### src/rtl/alu16_pkg.sv
package alu16_pkg;
    localparam int DATA_W  = 16;
    localparam int CONST_W = 8;
    localparam int CLA_GRP = 4;

    typedef enum logic [2:0] {
        FN_CLEAR = 3'b000,
        FN_SHIFT = 3'b001,
        FN_PASS  = 3'b010,
        FN_INV   = 3'b011,
        FN_SUM   = 3'b100,
        FN_AND   = 3'b101,
        FN_OR    = 3'b110,
        FN_XOR   = 3'b111
    } alu_fn_e;
endpackage

### src/rtl/alu16_bprep.sv
module alu16_bprep #(
    parameter int WIDTH = 16,
    parameter int KW    = 8
) (
    input  logic [WIDTH-1:0] b_i,
    input  logic [KW-1:0]    k_i,
    input  logic             use_k_i,
    input  logic             sub_i,
    output logic [WIDTH-1:0] bc_o
);
    localparam int PAD = WIDTH - KW;

    logic [WIDTH-1:0] sel;

    always_comb begin
        sel  = use_k_i ? {{PAD{1'b0}}, k_i} : b_i;
        bc_o = sel ^ {WIDTH{sub_i}};
    end
endmodule

### src/rtl/alu16_shifter.sv
module alu16_shifter #(
    parameter int WIDTH = 16
) (
    input  logic [WIDTH-1:0] a_i,
    input  logic             cin_i,
    input  logic             arith_i,
    input  logic             right_i,
    input  logic             rot_i,
    output logic [WIDTH-1:0] y_o,
    output logic             co_o
);
    localparam int MSB = WIDTH - 1;

    logic fill;

    always_comb begin
        if (right_i) begin
            // Bit entering at the top.
            if (rot_i)        fill = cin_i;
            else if (arith_i) fill = a_i[MSB];
            else              fill = 1'b0;
            y_o  = {fill, a_i[MSB:1]};
            co_o = a_i[0];
        end else begin
            // Bit entering at the bottom.
            fill = rot_i ? cin_i : 1'b0;
            y_o  = {a_i[MSB-1:0], fill};
            co_o = a_i[MSB];
        end
    end
endmodule

### src/rtl/alu16_cla.sv
module alu16_cla #(
    parameter int WIDTH = 16,
    parameter int GRP   = 4
) (
    input  logic [WIDTH-1:0] a_i,
    input  logic [WIDTH-1:0] b_i,
    input  logic             cin_i,
    output logic [WIDTH-1:0] s_o,
    output logic             co_o
);
    localparam int NGRP = WIDTH / GRP;

    logic [NGRP:0] gc;    // carries between groups

    assign gc[0] = cin_i;
    assign co_o  = gc[NGRP];

    for (genvar g = 0; g < NGRP; g++) begin : g_grp
        logic [GRP-1:0] gen, prop;
        logic [GRP:0]   c;

        always_comb begin
            gen  = a_i[g*GRP +: GRP] & b_i[g*GRP +: GRP];
            prop = a_i[g*GRP +: GRP] ^ b_i[g*GRP +: GRP];

            // Every carry is a flat sum of products of generate and propagate terms.
            for (int j = 0; j <= GRP; j++) begin
                logic term;
                term = gc[g];
                for (int q = 0; q < j; q++) term = term & prop[q];
                c[j] = term;
                for (int m = 0; m < j; m++) begin
                    term = gen[m];
                    for (int q = m + 1; q < j; q++) term = term & prop[q];
                    c[j] = c[j] | term;
                end
            end
        end

        assign s_o[g*GRP +: GRP] = prop ^ c[GRP-1:0];
        assign gc[g+1]           = c[GRP];
    end
endmodule

### src/rtl/alu16_core.sv
module alu16_core
    import alu16_pkg::*;
#(
    parameter int WIDTH = DATA_W,
    parameter int KW    = CONST_W,
    parameter int GRP   = CLA_GRP
) (
    input  logic             clk,
    input  logic             rst_n,
    input  logic [WIDTH-1:0] a_i,
    input  logic [WIDTH-1:0] b_i,
    input  logic [KW-1:0]    k_i,
    input  logic             use_k_i,
    input  logic             sub_i,
    input  logic             cin_i,
    input  logic [2:0]       fn_i,
    input  logic             sh_arith_i,
    input  logic             sh_right_i,
    input  logic             sh_rot_i,
    output logic [WIDTH-1:0] y_o,
    output logic             cout_o,
    output logic             zero_o,
    output logic             neg_o
);
    typedef struct packed {
        logic [WIDTH-1:0] y;
        logic             c;
        logic             z;
        logic             n;
    } res_t;

    localparam res_t RES_RST = '{y: '0, c: 1'b0, z: 1'b1, n: 1'b0};

    logic [WIDTH-1:0] bc, sh_y, sum_y;
    logic             sh_c, sum_c;
    res_t             res_d, res_q;

    alu16_bprep #(.WIDTH(WIDTH), .KW(KW)) u_bprep (
        .b_i(b_i), .k_i(k_i), .use_k_i(use_k_i), .sub_i(sub_i), .bc_o(bc)
    );

    alu16_shifter #(.WIDTH(WIDTH)) u_shift (
        .a_i(a_i), .cin_i(cin_i), .arith_i(sh_arith_i), .right_i(sh_right_i),
        .rot_i(sh_rot_i), .y_o(sh_y), .co_o(sh_c)
    );

    alu16_cla #(.WIDTH(WIDTH), .GRP(GRP)) u_add (
        .a_i(a_i), .b_i(bc), .cin_i(cin_i ^ sub_i), .s_o(sum_y), .co_o(sum_c)
    );

    always_comb begin
        res_d   = RES_RST;
        res_d.c = 1'b0;
        unique case (alu_fn_e'(fn_i))
            FN_CLEAR: res_d.y = '0;
            FN_SHIFT: begin res_d.y = sh_y;  res_d.c = sh_c;  end
            FN_PASS:  res_d.y = a_i;
            FN_INV:   res_d.y = ~a_i;
            FN_SUM:   begin res_d.y = sum_y; res_d.c = sum_c; end
            FN_AND:   res_d.y = a_i & bc;
            FN_OR:    res_d.y = a_i | bc;
            FN_XOR:   res_d.y = a_i ^ bc;
            default:  res_d.y = '0;
        endcase
        res_d.z = ~|res_d.y;
        res_d.n = res_d.y[WIDTH-1];
    end

    always_ff @(posedge clk or negedge rst_n) begin
        if (!rst_n) res_q <= RES_RST;
        else        res_q <= res_d;
    end

    assign y_o    = res_q.y;
    assign cout_o = res_q.c;
    assign zero_o = res_q.z;
    assign neg_o  = res_q.n;
endmodule

### config.mk
export PLATFORM = sky130hd
export DESIGN_NAME = alu16_core
export DESIGN_NICKNAME = d
export VERILOG_FILES = /design/src/rtl/alu16_pkg.sv /design/src/rtl/alu16_bprep.sv /design/src/rtl/alu16_shifter.sv /design/src/rtl/alu16_cla.sv /design/src/rtl/alu16_core.sv
export SDC_FILE = /design/constraint.sdc
export NUM_CORES = 1
export LEC_CHECK = 0
export ABC_AREA = 1
export BUFFER_PORTS_ARGS = -buffer_cell sky130_fd_sc_hd__clkbuf_2
export CAP_MARGIN = 30
export CORE_MARGIN = 1.5
export CORE_UTILIZATION = 45
export DETAILED_ROUTE_END_ITERATION = 8
export GPL_TIMING_DRIVEN = 0
export HOLD_SLACK_MARGIN = 0.08
export PLACE_DENSITY = 0.69
export SYNTH_ARGS = -nofsm -noshare
export SYNTH_HDL_FRONTEND = slang
export SYNTH_SLANG_ARGS = --single-unit
### constraint.sdc
create_clock -name clk -period 1.25 [get_ports clk]
set_clock_uncertainty 0.1 [all_clocks]
set_input_delay 0.1875 -clock clk [delete_from_list [all_inputs] [get_ports clk]]
set_output_delay 0.1875 -clock clk [all_outputs]
set_load 0.02 [all_outputs]
==> summary.md, run 1 <==
| Metric | Value |
|---|---|
| Outcome | finished with violations |
| Failing checks | setup timing |
| Unique masters post-synth | 28 |
| Final worst slack | -2.665 ns |
| Non-Filler Instances | 699 |
| Die Y | 84.47 um |
| Initial antenna violation count | 0 |
| CTS tree | yes |
| Pre-CTS setup slack | -3.335 ns |
| Most frequent cell after synthesis | nand2_1 |
| Layout area overhead | 47.09% |
| Row cnt | 29 |
| Syn avg cell area | 5.961 sq um |
| Syn Nets | 592 |
| CP most frequent cell | nand2_2 |
| Data arrival, critical path | 4.01 ns |
| Async set-or-reset flop fraction in the synthesized netlist | 1.000 |
| Pwr dens | 781.8 mW/mm^2 |
| Hold WC Path Type | primary input to flip-flop |
| Core area | 0.006386 sq mm |
| Slowest-stage cell, CP | ha_4 |
| Pin count of the biggest net entering global routing | 19 |
| Yosys reg bits | 18 |
| Clk buf depth | 2 |
| Top FF cell, synth | dfrtp_1 |
| Total Nets Final | 714 |
| Fin crit share | 3.132 |
| Num CTS Buffers | 3 |
| CP Capture Type | flip-flop |
| Number of global-route vias before repair | 3332 |
| Antenna diode count | 0 |
| # IOs | 70 |
| Synthesized cell area | 0.002987 sq mm |
| Initial Utilization | 0.4677 |
| Vias | 3542 |
| Die area | 0.007134 sq mm |
| Post-Syn Instances | 501 |
| Post-DR vias/cell | 5.067 |
| Fin util | 0.6879 |
| First-pass GRT wire length | 15.26 mm |
| Placed inst area | 0.003471 sq mm |
| Critical path type | primary input to flip-flop |
| Post-synth top area cell | nand2_1 |
| H-tree Lvls | 1 |
| Minimum clock period | 3.915 ns |
| CP peak stage delay | 0.30 ns |
| Unrepaired setup endpoints after global routing | true |
| Initial DRC count | 312 |
| Total global routing overflow | 0 |
| Final instance area | 0.004393 sq mm |
| Drt first pass iters | 5 |
| Sequential fraction of the synthesis area | 0.1512 |
| Final setup fails | 18 |
| Top-area cell type share of the netlist area | 0.1910 |
| DR WL/cell | 13.74 um |
| GRT Total Usage | 0.2655 |
| Fin. max-slew vios | 0 |
| Layout cell share with drive strength beyond 1 | 0.3714 |
| Setup crit start kind | primary input |
| Worst VDD drop | 844.4 uV |
| Final Hold Fails | 0 |
| Reported leakage power | 2.536 nW |
| Die width | 84.47 um |
| Yosys warnings | 0 |
| Root Driver | clkbuf_8 |
| Worst Tran Pin Value | 0.3982 ns |
| CP Max Fanout | 5 |
| Sink Count | 18 |
| DP HPWL | 6.512 mm |
| Post-route ant nets | 0 |
| Clk slew on worst S/H paths | 0.06 ns |
| Total Wirelength | 9.604 mm |
| Slew HR | 0.7345 |
| Total power | 3.434 mW |
| IO Port Bufs | 65 |
| RePlAce Congestion | 0.9504 |
| # Max-Cap Violations | 0 |
| Number of synthesized flops with an enable pin | 0 |
| DP Cell Count | 643 |
| Synth top area cells | nand2_1 (19%), ha_1 (15%), dfrtp_1 (14%) |
| Most frequent cells after synthesis | nand2_1 (152), nor2_1 (91), inv_1 (82) |
| Critical Path RT | 1.34 ns |
| DRC Markers | 0 |
| Highest Clock Rate | 0.2554 GHz |
[repair_timing]
action,4_1_cts,5_1_grt
gates resized for setup,79,49
buffers inserted,75,18
hold buffers,1,0
pin swaps,34,30
hold endpoints to repair,18,0
cloned,0,0
endpoints found under the setup margin,18,18
[logic make-up (layout without fill, tap and decap cells)]
kind of cell / after synthesis / in the layout / share of synthesized area
flip-flops: 18 / 18 / 0.1512
adder cells (fa/ha/maj): 40 / 40 / 0.1776
AND/OR/NAND/NOR: 299 / 299 / 0.4248
AO/OA/AOI/OAI: 23 / 23 / 0.04189
XOR/XNOR: 19 / 19 / 0.05572
buffers and inverters: 102 / 223 / 0.1487
[where the power goes]
group | switching [mW] | internal (mW) | total [mW]
Combinational | 1.26 | 1.04 | 2.30
Sequential | 0.0197 | 0.664 | 0.684
Clock | 0.172 | 0.279 | 0.451
[metal layers]
layer	global-route usage	vias up	part of all wire
met5	0	-	0
met4	0.1305	0	0.032
met3	0.01082	24	0.069
met2	0.4713	177	0.49
met1	0.3291	1592	0.41
li1	-	1749	-
[layout make-up]
cell class | instances | area, sq um
multi-input combinational | 381 | 2485
tap | 77 | 96.34
timing repair buffer | 117 | 808.3
buffer | 14 | 148.9
inverter | 88 | 347.8
clock buffer | 4 | 55.05
sequential | 18 | 451.7
fill | 548 | 1993
[placed cells by master (no fill, tap or decap), drive strengths merged, types with 5 or more instances in the layout]
cell and count:
nand2 153, nor2 93, inv 87, clkbuf 70
buf 64, nand3 44, ha 36, xor2 18
dfrtp 17, o21ai 16, nand4 5, a21oi 5
[final timing paths]
path,start,endpoint,slack [ns],cells past startpoint
hold / removal,a_i[0],cout_o$_DFF_PN0_,0.19,3
max in group asynchronous,rst_n,zero_o$_DFF_PN1_,0.44,2
setup / recovery,use_k_i,zero_o$_DFF_PN1_,-2.66,39
min in group asynchronous,rst_n,y_o[4]$_DFF_PN0_,0.29,2
[critical path: cells and delay by family]
kind	cells	cell delay (ns)
simple gates	24	1.80
buf+inv	10	1.15
fa+ha+maj	4	0.67
xor+xnor	1	0.17
[stage by stage]
stage / TNS, ns / hold slack (ns)
6_report: -32.73 / 0.1856
3_5_place_dp: -38.83 / 0.03380
4_1_cts: -31.91 / 0.1851
2_1_floorplan: -30.57 / -0.2081
3_3_place_gp: -37.89 / 0.02338
5_1_grt: -34.82 / 0.2281
[state kept, by name (all words and copies together) (netlist names)]
| register | flops |
|---|---|
| y_o | 15 |
| cout_o | 1 |
| neg_o | 1 |
| zero_o | 1 |
Note: power is estimated with default switching activity, not from simulation.
==> run 2, diff against run 1 <==
--- a/config.mk
+++ b/config.mk
@@ -14,6 +14,7 @@
 export GPL_TIMING_DRIVEN = 0
 export HOLD_SLACK_MARGIN = 0.08
 export PLACE_DENSITY = 0.69
+export REMOVE_ABC_BUFFERS = 1
 export SYNTH_ARGS = -nofsm -noshare
 export SYNTH_HDL_FRONTEND = slang
 export SYNTH_SLANG_ARGS = --single-unit
==> summary.md, run 2 (same netlist as run 1, synthesis figures left out) <==
| Metric | Value |
|---|---|
| Fin crit share | 3.105 (-0.02720) |
| CTS tree | yes |
| Post-route ant nets | 0 (unchanged) |
| Total Wirelength | 9.010 mm (-6.2%) |
| Hold slack | 0.2063 ns (+0.02071 ns) |
| Clk slew on worst S/H paths | 0.06 ns (about the same) |
| Layout cell share with drive strength beyond 1 | 0.3367 (-0.03473) |
| Worst VDD drop | 896.4 uV (+6.2%) |
| First-pass GRT wire length | 14.92 mm (-2.2%) |
| Die width | 84.47 um (unchanged) |
| Failing checks | setup timing |
| Highest Clock Rate | 0.2577 GHz (+0.88%) |
| # Max-Cap Violations | 0 (unchanged) |
| Total Nets Final | 695 (-2.7%) |
| Clk buf depth | 2 (unchanged) |
| Slowest-stage cell, CP | ha_4 |
| Pre-CTS setup slack | -3.876 ns (-0.5405 ns) |
| Register area | 451.7 sq um (unchanged) |
| RePlAce Congestion | 0.9372 (-1.4%) |
| DP HPWL | 6.041 mm (-7.2%) |
| Hold WC Path Type | primary input to flip-flop |
| Non-Filler Instances | 680 (-2.7%) |
| Core area | 0.006386 sq mm (unchanged) |
| DP Cell Count | 633 (-1.6%) |
| GRT Total Usage | 0.2564 (-0.009113) |
| Final instance area | 0.004146 sq mm (-5.6%) |
| Final worst slack | -2.631 ns (+0.03400 ns) |
| H-tree Lvls | 1 (unchanged) |
| Outcome | finished with violations |
| Initial Utilization | 0.4677 (unchanged) |
| Total power | 3.312 mW (-3.6%) |
| Slew HR | 0.5430 (-0.1915) |
| Die area | 0.007134 sq mm (unchanged) |
| Post-DR vias/cell | 4.919 (-2.9%) |
| Root Driver | clkbuf_8 |
| Post-Route Setup TNS | -32.69 ns (+0.04160 ns) |
| Final Hold Fails | 0 (unchanged) |
| Die Y | 84.47 um (unchanged) |
| Number of global-route vias before repair | 3296 (-1.1%) |
| Drt first pass iters | 4 (-1) |
| Commonest non-fill, non-tap cells in the layout | nand2_1 (130), nor2_1 (77), inv_1 (70) |
| Vias | 3345 (-5.6%) |
| IO Port Bufs | 69 (+6.2%) |
| Sink Count | 18 (unchanged) |
| CP peak stage delay | 0.24 ns (-0.06 ns) |
| CP Max Fanout | 4 (-1) |
| Fin util | 0.6493 (-0.03860) |
| Worst Tran Pin Value | 0.6848 ns (+0.2865 ns) |
| Max reg flops | 15 (unchanged) |
| Row cnt | 29 (unchanged) |
| Reported leakage power | 2.418 nW (-4.6%) |
| Total global routing overflow | 0 (unchanged) |
| # IOs | 70 (unchanged) |
| Critical path type | primary input to flip-flop |
| Minimum clock period | 3.881 ns (-0.03400 ns) |
| CP Capture Type | flip-flop |
| Fin. max-slew vios | 0 (unchanged) |
| Placed inst area | 0.003317 sq mm (-4.4%) |
| Antenna diode count | 0 (unchanged) |
| Initial antenna violation count | 0 (unchanged) |
| DR WL/cell | 13.25 um (-3.6%) |
| Layout area overhead | 38.84% |
| CP most frequent cell | nand2_2 |
| DRC Markers | 0 (unchanged) |
| Critical Path RT | 1.34 ns (about the same) |
| Setup crit start | use_k_i |
| Data arrival, critical path | 3.97 ns (-0.04 ns) |
| Filler cell count in the final layout | 556 (+1.5%) |
| Num CTS Buffers | 3 (unchanged) |
| Setup crit start kind | primary input |
| Initial DRC count | 249 (-20%) |
| Commonest non-fill, non-tap cell in the layout | nand2_1 |
| Final setup fails | 18 (unchanged) |
| Pin count of the biggest net entering global routing | 25 (+6) |
| Pwr dens | 798.8 mW/mm^2 (+2.2%) |
| Area of the multi-input gates | 0.002395 sq mm (-3.6%) |
| Unrepaired setup endpoints after global routing | true |
| Critical path capture point | zero_o$_DFF_PN1_ |
run 2: critical path: cells and delay by family:
family,cells,cell delay (ns)
compound gates,1,0.11
xor+xnor,1,0.21
fa+ha+maj,5,0.93
buf+inv,4,0.30
simple gates,28,2.22
run 2: how the worst min path moves through the flow:
stage          slack (ns)  cells after the start                to  startpoint
2_1_floorplan       -0.21                      0  cout_o$_DFF_PN0_       rst_n
3_3_place_gp         0.02                      1  y_o[4]$_DFF_PN0_       rst_n
3_5_place_dp         0.03                      1  y_o[4]$_DFF_PN0_       rst_n
4_1_cts              0.19                      3  cout_o$_DFF_PN0_      a_i[0]
5_1_grt              0.24                      3  cout_o$_DFF_PN0_      a_i[0]
6_report             0.21                      3  cout_o$_DFF_PN0_      a_i[0]
run 2: area by class of cell:
cell class / count / area share
Multi-Input combinational cell: 381 / 0.5776
Sequential cell: 18 / 0.1089
Tap cell: 77 / 0.02323
Clock buffer: 4 / 0.01328
Timing Repair Buffer: 112 / 0.1952
Inverter: 88 / 0.08177
run 2: metal layers:
layer,track usage,wire [um]
met4,0.07918,105
met3,0.01180,563
met5,0,0
met1,0.3319,3852
met2,0.4604,4489
run 2: report_power, final:
part / leakage (nW) / internal, mW / switching, mW / total [mW]
Combinational: 2.17 / 0.990 / 1.19 / 2.18
Sequential: 0.216 / 0.664 / 0.0181 / 0.682
Clock: 0.0288 / 0.279 / 0.169 / 0.449
run 2: repair_timing:
item,in CTS,in global routing
gates resized for setup,77,50
pin swaps,35,39
hold endpoints to repair,18,0
setup buffers,58,12
endpoints found under the setup margin,18,18
hold buffers,1,0
==> run 3, diff against run 2 <==
--- a/config.mk
+++ b/config.mk
@@ -13,6 +13,7 @@
 export DETAILED_ROUTE_END_ITERATION = 8
 export GPL_TIMING_DRIVEN = 0
 export HOLD_SLACK_MARGIN = 0.08
+export MAX_ROUTING_LAYER = met4
 export PLACE_DENSITY = 0.69
 export REMOVE_ABC_BUFFERS = 1
 export SYNTH_ARGS = -nofsm -noshare
==> summary.md, run 3 (same netlist as run 1, synthesis figures left out) <==
| Metric | Value |
|---|---|
| Hold WC Path Type | primary input to flip-flop |
| Max reg flops | 15 (unchanged) |
| Commonest non-fill, non-tap cells in the layout | nand2_1 (130), nor2_1 (77), inv_1 (70) |
| First-pass GRT wire length | 14.92 mm (about the same) |
| Die Y | 84.47 um (unchanged) |
| Sink Count | 18 (unchanged) |
| Core area | 0.006386 sq mm (unchanged) |
| Register area | 451.7 sq um (unchanged) |
| H-tree Lvls | 1 (unchanged) |
| Fin crit share | 3.102 (about the same) |
| Pwr dens | 797.6 mW/mm^2 (-0.15%) |
| Final worst slack | -2.627 ns (+0.003590 ns) |
| GRT Total Usage | 0.2639 (+0.007528) |
| CP most frequent cell | nand2_2 |
| Setup crit start kind | primary input |
| Slowest-stage cell, CP | ha_4 |
| Total global routing overflow | 0 (unchanged) |
| Data arrival, critical path | 3.96 ns (about the same) |
| CP Max Fanout | 10 (+6) |
| Unrepaired setup endpoints after global routing | true |
| Critical path type | primary input to flip-flop |
| Fin. max-slew vios | 0 (unchanged) |
| Reported leakage power | 2.418 nW (unchanged) |
| Pin count of the biggest net entering global routing | 25 (unchanged) |
| Critical Path RT | 1.33 ns (about the same) |
| Hold slack | 0.2102 ns (+0.003892 ns) |
| Total Nets Final | 695 (unchanged) |
| DP HPWL | 6.041 mm (unchanged) |
| Root Driver | clkbuf_8 |
| Row cnt | 29 (unchanged) |
| Initial antenna violation count | 0 (unchanged) |
| CTS tree | yes |
| Layout cell share with drive strength beyond 1 | 0.3367 (unchanged) |
| Clk slew on worst S/H paths | 0.06 ns (about the same) |
| Die area | 0.007134 sq mm (unchanged) |
| Outcome | finished with violations |
| Total Wirelength | 9.027 mm (+0.19%) |
| Post-DR vias/cell | 4.921 (about the same) |
| DR WL/cell | 13.28 um (+0.19%) |
| Failing checks | setup timing |
| CP peak stage delay | 0.24 ns (about the same) |
| Initial Utilization | 0.4677 (unchanged) |
| Filler cell count in the final layout | 556 (unchanged) |
| RePlAce Congestion | 0.9540 (+1.8%) |
| Final Hold Fails | 0 (unchanged) |
| Num CTS Buffers | 3 (unchanged) |
| Highest Clock Rate | 0.2579 GHz (about the same) |
| Worst Tran Pin Value | 0.6575 ns (-0.02729 ns) |
| Pre-CTS setup slack | -3.876 ns (unchanged) |
| Final setup fails | 18 (unchanged) |
| Layout area overhead | 38.84% (unchanged) |
| Total power | 3.307 mW (-0.15%) |
| Post-Route Setup TNS | -32.58 ns (+0.1104 ns) |
| # Max-Cap Violations | 0 (unchanged) |
| CP Capture Type | flip-flop |
| Vias | 3346 (+0.030%) |
| Post-route ant nets | 0 (unchanged) |
| DRC Markers | 0 (unchanged) |
| Number of global-route vias before repair | 3303 (+0.21%) |
| Fin util | 0.6493 (unchanged) |
| Area of the multi-input gates | 0.002395 sq mm (unchanged) |
| Initial DRC count | 227 (-8.8%) |
| Worst VDD drop | 897.7 uV (+0.14%) |
| Minimum clock period | 3.877 ns (-0.003590 ns) |
| Commonest non-fill, non-tap cell in the layout | nand2_1 |
| Slew HR | 0.5612 (+0.01821) |
| Die width | 84.47 um (unchanged) |
| Antenna diode count | 0 (unchanged) |
| IO Port Bufs | 69 (unchanged) |
| Clk buf depth | 2 (unchanged) |
| Drt first pass iters | 4 (unchanged) |
| # IOs | 70 (unchanged) |
run 3: worst paths after layout:
path | end | cells after the start | slack [ns] | from
setup / recovery | zero_o$_DFF_PN1_ | 37 | -2.63 | sub_i
hold / removal | cout_o$_DFF_PN0_ | 3 | 0.21 | a_i[0]
max in group asynchronous | zero_o$_DFF_PN1_ | 2 | 0.44 | rst_n
min in group asynchronous | y_o[4]$_DFF_PN0_ | 2 | 0.29 | rst_n
run 3: power breakdown:
part	internal, mW	leakage [nW]	switching (mW)
logic	0.989	2.17	1.19
registers	0.664	0.216	0.0181
clock network	0.279	0.0288	0.166
run 3: critical path, delay by kind of cell:
kind / cells / cell delay [ns]
adders and majority gates: 5 / 0.93
and+or+nand+nor: 26 / 2.05
buffers and inverters: 4 / 0.43
AOI/OAI and AO/OA: 1 / 0.11
xor gates and xnor gates: 1 / 0.23
run 3: per-stage QoR:
step | instance area (sq um) | instances
2_1_floorplan | 2875 | 487
3_3_place_gp | 3317 | 633
3_5_place_dp | 3317 | 633
4_1_cts | 4061 | 692
5_1_grt | 4146 | 680
6_report | 4146 | 680
run 3: what timing repair did:
| action | 4_1_cts | 5_1_grt |
|---|---|---|
| hold buffers | 1 | 0 |
| pin swaps | 35 | 39 |
| hold endpoints to repair | 18 | 0 |
| setup endpoints to repair | 18 | 18 |
| buffers inserted | 58 | 12 |
| resized for setup | 77 | 50 |
run 3: layout make-up:
cell class                 instances  area share
multi-input combinational        381      0.5776
timing repair buffer             112      0.1952
sequential                        18      0.1089
inverter                          88     0.08177
tap                               77     0.02323
clock buffer                       4     0.01328
run 3: per-layer routing:
layer / vias up / routed length [um] / global-route usage
met3: 8 / 647 / 0.01180
li1: 1715 / - / -
met2: 113 / 4530 / 0.4604
met1: 1510 / 3779 / 0.3313
met4: 0 / 70 / 0.07918
met5: - / 0 / -
